[config.mk]
export PLATFORM = sky130hd
export DESIGN_NAME = frame_offset_timer
export DESIGN_NICKNAME = d
export VERILOG_FILES = /design/src/rtl/ftg_pkg.sv /design/src/rtl/ftg_ref_counter.sv /design/src/rtl/ftg_grid_counter.sv /design/src/rtl/ftg_offset_ctrl.sv /design/src/rtl/frame_offset_timer.sv
export SDC_FILE = /design/constraint.sdc
export NUM_CORES = 1
export LEC_CHECK = 0
export BUFFER_PORTS_ARGS = -buffer_cell sky130_fd_sc_hd__buf_4
export CELL_PAD_IN_SITES_DETAIL_PLACEMENT = 2
export CELL_PAD_IN_SITES_GLOBAL_PLACEMENT = 2
export CORE_MARGIN = 5
export CORE_UTILIZATION = 38
export CTS_CLUSTER_SIZE = 24
export DETAILED_ROUTE_END_ITERATION = 12
export GPL_TIMING_DRIVEN = 0
export HOLD_SLACK_MARGIN = 0.1
export PLACE_DENSITY = 0.84
export SYNTH_ARGS = -nofsm -noshare
export SYNTH_HDL_FRONTEND = slang
export SYNTH_HIERARCHICAL = 1
export SYNTH_SLANG_ARGS = --single-unit
[constraint.sdc]
create_clock -name clk -period 3.19 [get_ports clk]
set_clock_uncertainty 0.2 [all_clocks]
set_input_delay 0 -clock clk [delete_from_list [all_inputs] [get_ports clk]]
set_output_delay 0 -clock clk [all_outputs]
set_load 0.02 [all_outputs]
[src/rtl/ftg_pkg.sv]
`timescale 1ns/1ps
package ftg_pkg;

    // Offset reconfiguration controller states
    typedef enum logic [0:0] {
        CFG_RUN   = 1'b0,   // active offsets in use, nothing pending
        CFG_ARMED = 1'b1    // captured offsets wait for the next frame boundary
    } cfg_state_e;

endpackage

[src/rtl/ftg_ref_counter.sv]
`timescale 1ns/1ps
// Reference chip counter with frame number; parked on the last chip of
// the last frame during reset so that the first tick opens frame 0.
module ftg_ref_counter #(
    parameter int FRAME_LEN = 38400,
    parameter int CHIP_W    = 16,
    parameter int FN_W      = 12
) (
    input  logic              clk,
    input  logic              rst_n,
    input  logic              tick,
    output logic [CHIP_W-1:0] chip_q,
    output logic [FN_W-1:0]   fn_q,
    output logic              last_chip
);

    localparam logic [CHIP_W-1:0] LAST = CHIP_W'(FRAME_LEN - 1);

    assign last_chip = (chip_q == LAST);

    always_ff @(posedge clk or negedge rst_n) begin
        if (!rst_n) begin
            chip_q <= LAST;
            fn_q   <= '1;
        end else if (tick) begin
            if (last_chip) begin
                chip_q <= '0;
                fn_q   <= fn_q + 1'b1;
            end else begin
                chip_q <= chip_q + 1'b1;
            end
        end
    end

endmodule

[src/rtl/ftg_grid_counter.sv]
`timescale 1ns/1ps
// Position/index counter for a repeating grid of PERIOD chips and COUNT
// cells; parked on the last chip of the last cell during reset.
module ftg_grid_counter #(
    parameter int PERIOD = 5120,
    parameter int COUNT  = 15,
    parameter int POS_W  = 13,
    parameter int IDX_W  = 4
) (
    input  logic             clk,
    input  logic             rst_n,
    input  logic             tick,
    output logic [POS_W-1:0] pos_q,
    output logic [IDX_W-1:0] idx_q
);

    localparam logic [POS_W-1:0] POS_LAST = POS_W'(PERIOD - 1);
    localparam logic [IDX_W-1:0] IDX_LAST = IDX_W'(COUNT - 1);

    always_ff @(posedge clk or negedge rst_n) begin
        if (!rst_n) begin
            pos_q <= POS_LAST;
            idx_q <= IDX_LAST;
        end else if (tick) begin
            if (pos_q == POS_LAST) begin
                pos_q <= '0;
                idx_q <= (idx_q == IDX_LAST) ? '0 : idx_q + 1'b1;
            end else begin
                pos_q <= pos_q + 1'b1;
            end
        end
    end

endmodule

[src/rtl/ftg_offset_ctrl.sv]
`timescale 1ns/1ps
// Offset capture and frame-boundary apply controller.
module ftg_offset_ctrl
    import ftg_pkg::*;
#(
    parameter int NUM_CH    = 4,
    parameter int OFS_W     = 8,
    parameter int MAX_UNITS = 149,
    parameter int BCAST_CH  = 0
) (
    input  logic                    clk,
    input  logic                    rst_n,
    input  logic                    tick,
    input  logic                    last_chip,
    input  logic                    load,
    input  logic [NUM_CH*OFS_W-1:0] cfg_offset,
    output logic [NUM_CH*OFS_W-1:0] act_offset
);

    localparam logic [OFS_W-1:0] LIMIT = OFS_W'(MAX_UNITS);

    cfg_state_e              state_q, state_d;
    logic [NUM_CH*OFS_W-1:0] clamped;
    logic [NUM_CH*OFS_W-1:0] shadow_q;
    logic                    apply;

    // Per-channel range limit; the broadcast channel is pinned to zero
    for (genvar c = 0; c < NUM_CH; c++) begin : g_clamp
        if (c == BCAST_CH) begin : g_bcast
            assign clamped[c*OFS_W +: OFS_W] = '0;
        end else begin : g_limit
            assign clamped[c*OFS_W +: OFS_W] =
                (cfg_offset[c*OFS_W +: OFS_W] > LIMIT) ? LIMIT
                                                       : cfg_offset[c*OFS_W +: OFS_W];
        end
    end

    // State register
    always_ff @(posedge clk or negedge rst_n) begin
        if (!rst_n) state_q <= CFG_RUN;
        else        state_q <= state_d;
    end

    // Next state and outputs
    always_comb begin
        state_d = state_q;
        apply   = 1'b0;
        unique case (state_q)
            CFG_RUN: begin
                if (load) state_d = CFG_ARMED;          // capture
            end
            CFG_ARMED: begin
                apply = tick && last_chip;
                if (load)       state_d = CFG_ARMED;    // recapture
                else if (apply) state_d = CFG_RUN;      // apply
            end
            default: state_d = CFG_RUN;
        endcase
    end

    always_ff @(posedge clk or negedge rst_n) begin
        if (!rst_n) begin
            shadow_q   <= '0;
            act_offset <= '0;
        end else begin
            if (apply) act_offset <= shadow_q;
            if (load)  shadow_q   <= clamped;
        end
    end

endmodule

[src/rtl/frame_offset_timer.sv]
`timescale 1ns/1ps
// Multi-channel frame offset timing generator (top).
module frame_offset_timer #(
    parameter int FRAME_LEN   = 38400,
    parameter int UNIT_CHIPS  = 256,
    parameter int MAX_UNITS   = 149,
    parameter int NUM_CH      = 4,
    parameter int BCAST_CH    = 0,
    parameter int PAGE_CH     = 1,
    parameter int PAGE_LEAD   = 7680,
    parameter int SLOT_CHIPS  = 5120,
    parameter int SLOT_COUNT  = 15,
    parameter int SUB_CHIPS   = 7680,
    parameter int DATA_DELAY  = 5120,
    parameter int CTRL_OFS    = 5120,
    parameter int FN_W        = 12,
    localparam int CHIP_W     = $clog2(FRAME_LEN),
    localparam int OFS_W      = $clog2(MAX_UNITS + 1),
    localparam int SLOT_W     = $clog2(SLOT_COUNT),
    localparam int SUB_COUNT  = FRAME_LEN / SUB_CHIPS,
    localparam int SUB_W      = $clog2(SUB_COUNT)
) (
    input  logic                    clk,
    input  logic                    rst_n,
    input  logic                    chip_en,
    input  logic                    cfg_load,
    input  logic [NUM_CH*OFS_W-1:0] cfg_offset,
    output logic [CHIP_W-1:0]       chip_pos,
    output logic [FN_W-1:0]         frame_num,
    output logic                    frame_start,
    output logic [NUM_CH-1:0]       chan_start,
    output logic                    page_start,
    output logic                    ctrl_start,
    output logic                    slot_start,
    output logic [SLOT_W-1:0]       slot_num,
    output logic                    sub_start,
    output logic [SUB_W-1:0]        sub_num,
    output logic                    data_start
);

    localparam int SLOT_POS_W = $clog2(SLOT_CHIPS);
    localparam int SUB_POS_W  = $clog2(SUB_CHIPS);

    logic                    tick_q;
    logic                    last_chip;
    logic [SLOT_POS_W-1:0]   slot_pos;
    logic [SUB_POS_W-1:0]    sub_pos;
    logic [NUM_CH*OFS_W-1:0] act_offset;

    // Strobes qualify on the edge that moved the counters
    always_ff @(posedge clk or negedge rst_n) begin
        if (!rst_n) tick_q <= 1'b0;
        else        tick_q <= chip_en;
    end

    ftg_ref_counter #(
        .FRAME_LEN (FRAME_LEN),
        .CHIP_W    (CHIP_W),
        .FN_W      (FN_W)
    ) u_ref (
        .clk       (clk),
        .rst_n     (rst_n),
        .tick      (chip_en),
        .chip_q    (chip_pos),
        .fn_q      (frame_num),
        .last_chip (last_chip)
    );

    // Access-slot grid spans two reference frames
    ftg_grid_counter #(
        .PERIOD (SLOT_CHIPS),
        .COUNT  (SLOT_COUNT),
        .POS_W  (SLOT_POS_W),
        .IDX_W  (SLOT_W)
    ) u_slot (
        .clk   (clk),
        .rst_n (rst_n),
        .tick  (chip_en),
        .pos_q (slot_pos),
        .idx_q (slot_num)
    );

    ftg_grid_counter #(
        .PERIOD (SUB_CHIPS),
        .COUNT  (SUB_COUNT),
        .POS_W  (SUB_POS_W),
        .IDX_W  (SUB_W)
    ) u_sub (
        .clk   (clk),
        .rst_n (rst_n),
        .tick  (chip_en),
        .pos_q (sub_pos),
        .idx_q (sub_num)
    );

    ftg_offset_ctrl #(
        .NUM_CH    (NUM_CH),
        .OFS_W     (OFS_W),
        .MAX_UNITS (MAX_UNITS),
        .BCAST_CH  (BCAST_CH)
    ) u_cfg (
        .clk        (clk),
        .rst_n      (rst_n),
        .tick       (chip_en),
        .last_chip  (last_chip),
        .load       (cfg_load),
        .cfg_offset (cfg_offset),
        .act_offset (act_offset)
    );

    assign frame_start = tick_q && (chip_pos == '0);
    assign ctrl_start  = tick_q && (chip_pos == CHIP_W'(CTRL_OFS));
    assign slot_start  = tick_q && (slot_pos == '0);
    assign sub_start   = tick_q && (sub_pos == '0);
    assign data_start  = tick_q && (sub_pos == SUB_POS_W'(DATA_DELAY));

    // Per-channel frame grids
    for (genvar c = 0; c < NUM_CH; c++) begin : g_chan
        logic [OFS_W-1:0] units;
        logic [31:0]      start_chip;
        assign units         = act_offset[c*OFS_W +: OFS_W];
        assign start_chip    = 32'(units) * 32'(UNIT_CHIPS);
        assign chan_start[c] = tick_q && (32'(chip_pos) == start_chip);
    end

    // Paging grid leads its paired channel, wrapping modulo the frame
    logic [OFS_W-1:0] page_units;
    logic [31:0]      page_raw;
    logic [31:0]      page_chip;
    assign page_units = act_offset[PAGE_CH*OFS_W +: OFS_W];
    assign page_raw   = 32'(page_units) * 32'(UNIT_CHIPS) + 32'(FRAME_LEN - PAGE_LEAD);
    assign page_chip  = (page_raw >= 32'(FRAME_LEN)) ? page_raw - 32'(FRAME_LEN) : page_raw;
    assign page_start = tick_q && (32'(chip_pos) == page_chip);

endmodule

==> results of run 1 <==
[cells by family after synthesis]
| logic type | count (synthesis) |
|---|---|
| other | 1 |
| AOI/OAI and AO/OA | 109 |
| adders and majority gates | 9 |
| and+or+nand+nor | 234 |
| DFF | 111 |
| xor gates and xnor gates | 76 |
| muxes | 33 |
| buffers and inverters | 72 |
[state kept, by name, summed over array words and instances (netlist names)]
name and count:
u_sub/idx_q 3, u_cfg/state_q 1, u_slot/pos_q 13, u_cfg/act_offset 24, u_ref/fn_q 12, u_sub/pos_q 13, u_cfg/shadow_q 24, tick_q 1
u_ref/chip_q 16, u_slot/idx_q 4
[per-stage QoR]
stage	TNS [ps]	cells
6_report	0	1034
5_1_grt	-71.70	1034
4_1_cts	0	1029
3_5_place_dp	0	948
3_3_place_gp	0	948
2_1_floorplan	0	652
[layout make-up]
cell class                      count  area, µm²
Fill cell                        1776       8628
Multi-Input combinational cell    469       3363
Sequential cell                   111       2841
Timing Repair Buffer              141       1245
Buffer                             39      282.8
Tap cell                          225      281.5
Clock buffer                        9      225.2
Inverter                           33      123.9
Clock inverter                      7      65.06
[synthesized netlist by cell type, types with 6 or more instances]
cell type / count / share of area
dfstp_2: 51 / 0.21
a31oi_1: 7 / 0.0067
or4_1: 7 / 0.0080
mux2i_1: 7 / 0.011
xor2_1: 27 / 0.036
nand2_1: 52 / 0.030
xnor2_1: 46 / 0.062
nand3_1: 23 / 0.018
mux2_4: 8 / 0.018
o211ai_1: 6 / 0.0069
nand3b_1: 6 / 0.0069
dfrtp_1: 60 / 0.23
nor3_1: 23 / 0.018
o21ai_0: 40 / 0.031
clkbuf_1: 9 / 0.0052
nor2_1: 38 / 0.022
nand4_1: 24 / 0.023
inv_1: 32 / 0.018
ha_1: 9 / 0.017
mux2_2: 13 / 0.022
buf_6: 9 / 0.016
buf_2: 9 / 0.0069
nor4_1: 13 / 0.012
a21oi_1: 10 / 0.0077
buf_4: 12 / 0.014
[worst max-delay path by stage]
stage / cells after the start / start / slack, ps / end
final: 9 / u_cfg/act_offset[11] / 100 / page_start
after global routing: 11 / u_cfg/act_offset[11] / -70 / page_start
after CTS: 10 / u_cfg/act_offset[12] / 20 / page_start
after detailed placement: 10 / u_cfg/act_offset[12] / 270 / page_start
after global placement: 10 / u_cfg/act_offset[12] / 340 / page_start
after floorplan: 9 / u_cfg/act_offset[12] / 500 / page_start
[per-layer routing]
metal	routed length, µm	vias to the layer above
li1	-	2598
met1	10220	2939
met3	709	45
met4	639	0
met5	0	-
met2	12760	109
[power by group]
group	total, mW	leakage, nW	switching (mW)	internal (mW)
registers	1.84	1.30	0.223	1.62
clock network	1.14	0.137	0.598	0.547
logic	0.689	2.13	0.371	0.319
total	3.67	3.57	1.19	2.48
[critical path: stages, from the launching register on]
cell	delay [ps]
dfrtp_1	400
buf_6	140
inv_1	90
ha_4	230
nor2_1	410
a211oi_1	170
a2111oi_4	400
o311ai_2	160
a2111oi_2	310
buf_4	200
[placed cells by master, fill, tap and decap left out, types with 8 or more instances in the layout]
master,synthesis,routed
a21oi_1,10,10
nor3_1,23,22
clkbuf_16,0,9
conb_1,1,8
nor2_1,38,37
xnor2_1,46,46
nand4_1,24,24
clkbuf_1,9,9
xor2_1,27,27
dfstp_2,51,51
mux2_4,8,8
ha_1,9,8
nand3_1,23,23
dlygate4sd3_1,0,65
inv_1,32,32
nor4_1,13,13
buf_4,12,86
nand2_1,52,52
dfrtp_1,60,60
o21ai_0,40,40
buf_6,9,12
mux2_2,13,13
[what timing repair did]
action,4_1_cts,5_1_grt
gates cloned,0,0
pin swaps,1,4
buffers inserted,1,3
hold endpoints to repair,111,24
hold buffers,64,1
endpoints found under the setup margin,1,3
gates resized for setup,6,5
==> impl_metrics.csv, run 1 <==
group,metric,value,unit
timing,period_share,0.9674,
setup_path,reg2reg_depth,8,
synth,synth_cells,645,
global_route,grt_start_max_net_pins,112,
floorplanning,die_h,141.1,µm
floorplanning,floorplan.die_area,0.01990,mm²
timing,layout_setup_ws,104.1,ps
synth,synth.ff_latch_count,111,
setup_path,timing.critical_path.required,2990,ps
synth,area_fraction_in_and_or_nand_and_nor_cells_after_synthesis,0.2068,
cts,clock_insertion_delay_worst_skew,370,ps
drt,route.detailed.wl_per_inst,23.52,µm
global_route,antenna_violations_before_repair,0,
power,vdd_ir_drop_max,0.0003227,V
drt,detailroute.via_count,5691,
setup_path,ff2ff_setup_slack,230,ps
timing,finalHoldViolCount,0,
global_route,first_global_vias,6545,
synth,synth-compound-area-share,0.1131,
worst_hold_path,hold_end,"u_cfg/state_q",
timing,period_minus_slack,3086,ps
setup_path,worst-setup-path-type,"reg -> out",
worst_hold_path,min_path_type,"in -> reg",
cts,clock-root-buffer,"clkbuf_16",
synth,main_combinational_cell_family_by_area_after_synthesis,"simple AND/OR/NAND/NOR gates",
synth,yosys_most_used_dff,"dfrtp_1",
finish,finalNetCount,849,
synth,synthesis.yosys.warnings,6,
floorplanning,start_util,0.3828,
synth,edff_count_synth,0,
power,power.leakage,3.572,nW
finish,share_of_cells_above_drive_strength_1,0.2855,
timing,final-setup-viol-count,0,
cts,cts_htree_levels,3,
worst_hold_path,timing.hold.worst.start,"cfg_load",
global_route,globalRouteMet3Util,0.04206,
power,report.power.total,3.675,mW
cts,cts_made_buffers,9,
global_route,grt_overflow_total,0,
outcome,run_status,"complete, no violations",
global_route,globalRoute.busiestLayer,"met2",
global_route,grtUsageTotal,0.2462,
cts,clock_sink_count,111,
synth,asyncSetResetFlopFracSynth,1.000,
placed_design,dpl.hpwl,14520,µm
timing,maxSlewViolCount,0,
cts,clkSlewWorstSetupHoldPaths,90,ps
timing,grt_setup_unrepaired,"yes",
floorplanning,ios,81,
synth,synthDistinctLibCells,83,
timing,max_clock_freq,324.1,MHz
drt,ant_nets,0,
drt,finalWirelength,24320,µm
global_route,grt_pass1_wl,38580,µm
finish,number_of_antenna_cells_inserted,0,
drt,drt-pass1-iter-count,4,
drt,drt-initial-drc-count,236,
floorplanning,rows,48,
synth,synth_seq_area_share,0.4352,
floorplanning,design.core.area,0.01706,mm²
timing,worst-slew-pin-transition,641.1,ps
setup_path,worstSetupEndpointType,"output port",
worst_hold_path,whs_path_depth,4,
cts,tritoncts,"yes",
synth,syn_area_per_cell,10.12,µm²
floorplanning,die_width,141.1,µm
synth,area_share_of_fa_ha_maj_cells_after_synthesis,0.01725,
drt,vias_per_cell,5.504,
placed_design,gp_congestion,0.8520,
job,max_cap_viol_count,0,
placed_design,port-buffer-count,71,
setup_path,cp_data_arrival_time,2890,ps
setup_path,path_max_fanout,6,
synth,synth_area,0.006529,mm²
power,power-per-cell-area,436.0,mW/mm²
finish,fin_area,0.008428,mm²
global_route,groute.layer.met2.usage,0.4427,
setup_path,setup.worst_path.start_class,"flip-flop",
timing,hold_ws,181.1,ps
placed_design,placed_cell_area,0.007370,mm²
cts,ctsLongestPathBuffers,2,
global_route,grt_util_met1,0.3012,
finish,area.growth.synth_to_final,29.09,%
timing,max_slew_margin,0.5726,
finish,final_core_utilization,0.4941,
drt,drc_errors,0,
setup_path,crit-reg2reg-capture,"u_cfg/act_offset[21]",
setup_path,critical_path.reg2reg.startpoint,"u_ref/chip_q[10]",
synth,synth_xor_xnor_area_share,0.1066,
synth,post_synth_mux_area_share,0.06018,
placed_design,place_ws,269.3,ps
Note: power is estimated with default switching activity, not from simulation.
==> run 2, diff against run 1 <==
--- a/config.mk
+++ b/config.mk
@@ -9,12 +9,13 @@
 export CELL_PAD_IN_SITES_DETAIL_PLACEMENT = 2
 export CELL_PAD_IN_SITES_GLOBAL_PLACEMENT = 2
 export CORE_MARGIN = 5
-export CORE_UTILIZATION = 38
-export CTS_CLUSTER_SIZE = 24
+export CORE_UTILIZATION = 39
+export CTS_BUF_LIST = sky130_fd_sc_hd__clkbuf_8
+export CTS_CLUSTER_SIZE = 12
 export DETAILED_ROUTE_END_ITERATION = 12
 export GPL_TIMING_DRIVEN = 0
 export HOLD_SLACK_MARGIN = 0.1
-export PLACE_DENSITY = 0.84
+export PLACE_DENSITY = 0.86
 export SYNTH_ARGS = -nofsm -noshare
 export SYNTH_HDL_FRONTEND = slang
 export SYNTH_HIERARCHICAL = 1
==> run 2 against run 1 <==
Die area fell by 2.4%. Hold slack better by 56 ps. Sequential power hardly changed. Wire length fell by 0.61%. Non-clock buffer count down 7. Total power down 7.9%. Via count increased by 1.9%. First-iteration DRC count rose by 24%. Sequential share of layout area up 0.52 points. Cell area fell by 1.5%. Clock power down 24%. Critical path type unchanged.
==> impl_metrics.csv, run 2 (synthesis results as in run 1) <==
group,metric,value,unit
power,power-per-cell-area,407.5,mW/mm²
finish,finalNetCount,842,
setup_path,crit-reg2reg-capture,"u_cfg/act_offset[21]",
setup_path,critical_path_sink,"page_start",
placed_design,gp_congestion,0.8721,
timing,max_slew_margin,0.5484,
setup_path,reg2reg_depth,7,
floorplanning,start_util,0.3951,
setup_path,sequence_of_cells_on_the_critical_path,"or4_1 -> nor3_2 -> nand4_1 -> a2111oi_4 -> o311ai_2 -> a2111oi_2 -> buf_4",
timing,final-setup-viol-count,0,
finish,final_core_utilization,0.5025,
finish,biggestRegsByFlops,"u_cfg/act_offset: 24 flops, u_cfg/shadow_q: 24 flops, u_ref/chip_q: 16 flops",
global_route,grt_pass1_wl,38750,µm
cts,ctsLongestPathBuffers,2,
drt,ant_nets,0,
floorplanning,ios,81,
finish,fill_cells,1716,
cts,cts_htree_levels,3,
finish,most-common-layout-cells,"87 x buf_4, 59 x dfrtp_1, 58 x dlygate4sd3_1",
floorplanning,die_width,139.4,µm
drt,drt-pass1-iter-count,5,
setup_path,worstSetupEndpointType,"output port",
floorplanning,die_h,139.4,µm
cts,cts_made_buffers,9,
global_route,first_global_vias,6637,
placed_design,port-buffer-count,71,
drt,vias_per_cell,5.675,
global_route,globalRoute.busiestLayer,"met2",
floorplanning,rows,47,
placed_design,dpl.hpwl,15010,µm
global_route,grt_start_max_net_pins,112,
setup_path,critical_path.reg2reg.startpoint,"u_ref/chip_q[6]",
timing,worst-slew-pin-transition,677.3,ps
cts,clock_insertion_delay_worst_skew,400,ps
floorplanning,design.core.area,0.01652,mm²
setup_path,path_max_fanout,5,
global_route,antenna_violations_before_repair,0,
timing,finalHoldViolCount,0,
finish,area.growth.synth_to_final,27.18,%
cts,clock-root-buffer,"clkbuf_8",
setup_path,setup.worst_path.start_class,"flip-flop",
setup_path,ff2ff_setup_slack,250,ps
worst_hold_path,min_path_type,"in -> reg",
finish,layout_commonest_cell,"buf_4",
setup_path,master_of_the_slowest_instance_on_the_critical_path,"or4_1",
timing,layout_setup_ws,118.5,ps
drt,drc_errors,0,
global_route,grt_util_met1,0.2924,
drt,finalWirelength,24180,µm
placed_design,numPlacedInstances,943,
floorplanning,floorplan.die_area,0.01943,mm²
power,report.power.total,3.383,mW
drt,route.detailed.wl_per_inst,23.65,µm
finish,layout.cells.non_filler,1022,
setup_path,worst-setup-path-type,"reg -> out",
setup_path,cp_data_arrival_time,2870,ps
power,vdd_ir_drop_max,0.0002453,V
global_route,grtUsageTotal,0.2498,
finish,share_of_cells_above_drive_strength_1,0.2955,
finish,number_of_antenna_cells_inserted,0,
setup_path,worst_setup_path_startpoint,"u_ref/chip_q[5]",
global_route,groute.layer.met2.usage,0.4641,
timing,period_share,0.9628,
outcome,run_status,"complete, no violations",
power,power.leakage,3.529,nW
setup_path,timing.critical_path.required,2990,ps
drt,drt-initial-drc-count,292,
placed_design,place_ws,286.1,ps
job,max_cap_viol_count,0,
timing,period_minus_slack,3071,ps
finish,multiInputGateArea,0.003416,mm²
timing,max_clock_freq,325.6,MHz
finish,ff_latch_area,0.002843,mm²
cts,clkSlewWorstSetupHoldPaths,100,ps
drt,detailroute.via_count,5800,
setup_path,cpPeakStageDelay,560,ps
global_route,globalRouteMet3Util,0.03602,
cts,tritoncts,"yes",
cts,clock_sink_count,111,
timing,maxSlewViolCount,0,
global_route,grt_overflow_total,0,
## run 2: cell types whose count changed in the layout (fill, tap and decap cells not counted), moves of 2 or more
cell           before  now
clkbuf_8            0   10
clkbuf_16           9    0
dlygate4sd3_1      65   58
clkinv_4            1    3
clkinvlp_4          2    0
## run 2: through the flow
stage                     hold WS [ps]  cell area (µm²)  TNS (ps)
after floorplan                 -495.6             6555         0
after global placement           39.56             7363         0
after detailed placement         39.13             7363         0
after CTS                        228.3             8190         0
after global routing             225.8             8303    -4.988
final                            236.9             8303         0
## run 2: repair_timing
action | 4_1_cts | 5_1_grt
pin swaps | 1 | 7
gates resized for setup | 10 | 12
setup buffers | 2 | 3
endpoints found under the hold margin | 117 | 20
endpoints found under the setup margin | 1 | 1
hold buffers | 57 | 1
## run 2: critical path, delay by kind of cell (launching register included)
kind	cells	cell delay [ps]
AO/OA/AOI/OAI	3	830
flip-flops	1	410
buffers and inverters	1	200
AND/OR/NAND/NOR	3	1030
## run 2: worst min-delay path by stage
stage	startpoint	cells after the start	endpoint
6_report	chip_en	2	tick_q
3_3_place_gp	cfg_offset[16]	3	u_cfg/shadow_q[16]
5_1_grt	chip_en	2	tick_q
4_1_cts	chip_en	2	tick_q
2_1_floorplan	rst_n	0	tick_q
3_5_place_dp	cfg_offset[16]	3	u_cfg/shadow_q[16]
## run 2: where the power goes
group	leakage, nW	total [mW]	internal, mW	switching [mW]
Clock	0.0995	0.864	0.313	0.551
Combinational	2.13	0.691	0.313	0.378
Sequential	1.30	1.83	1.62	0.211
Total	3.53	3.38	2.24	1.14
## run 2: layout make-up
| cell class | count | share of cell area |
|---|---|---|
| Buffer | 38 | 0.03360 |
| Clock buffer | 10 | 0.01658 |
| Clock inverter | 6 | 0.005576 |
| Inverter | 33 | 0.01492 |
| Multi-Input combinational cell | 469 | 0.4114 |
| Sequential cell | 111 | 0.3424 |
| Tap cell | 220 | 0.03315 |
| Timing Repair Buffer | 135 | 0.1424 |
## run 2: layer usage
layer	vias to the layer above	part of all wire
li1	2591	-
met1	3018	0.41
met2	143	0.53
met3	48	0.034
met4	0	0.030
met5	-	0
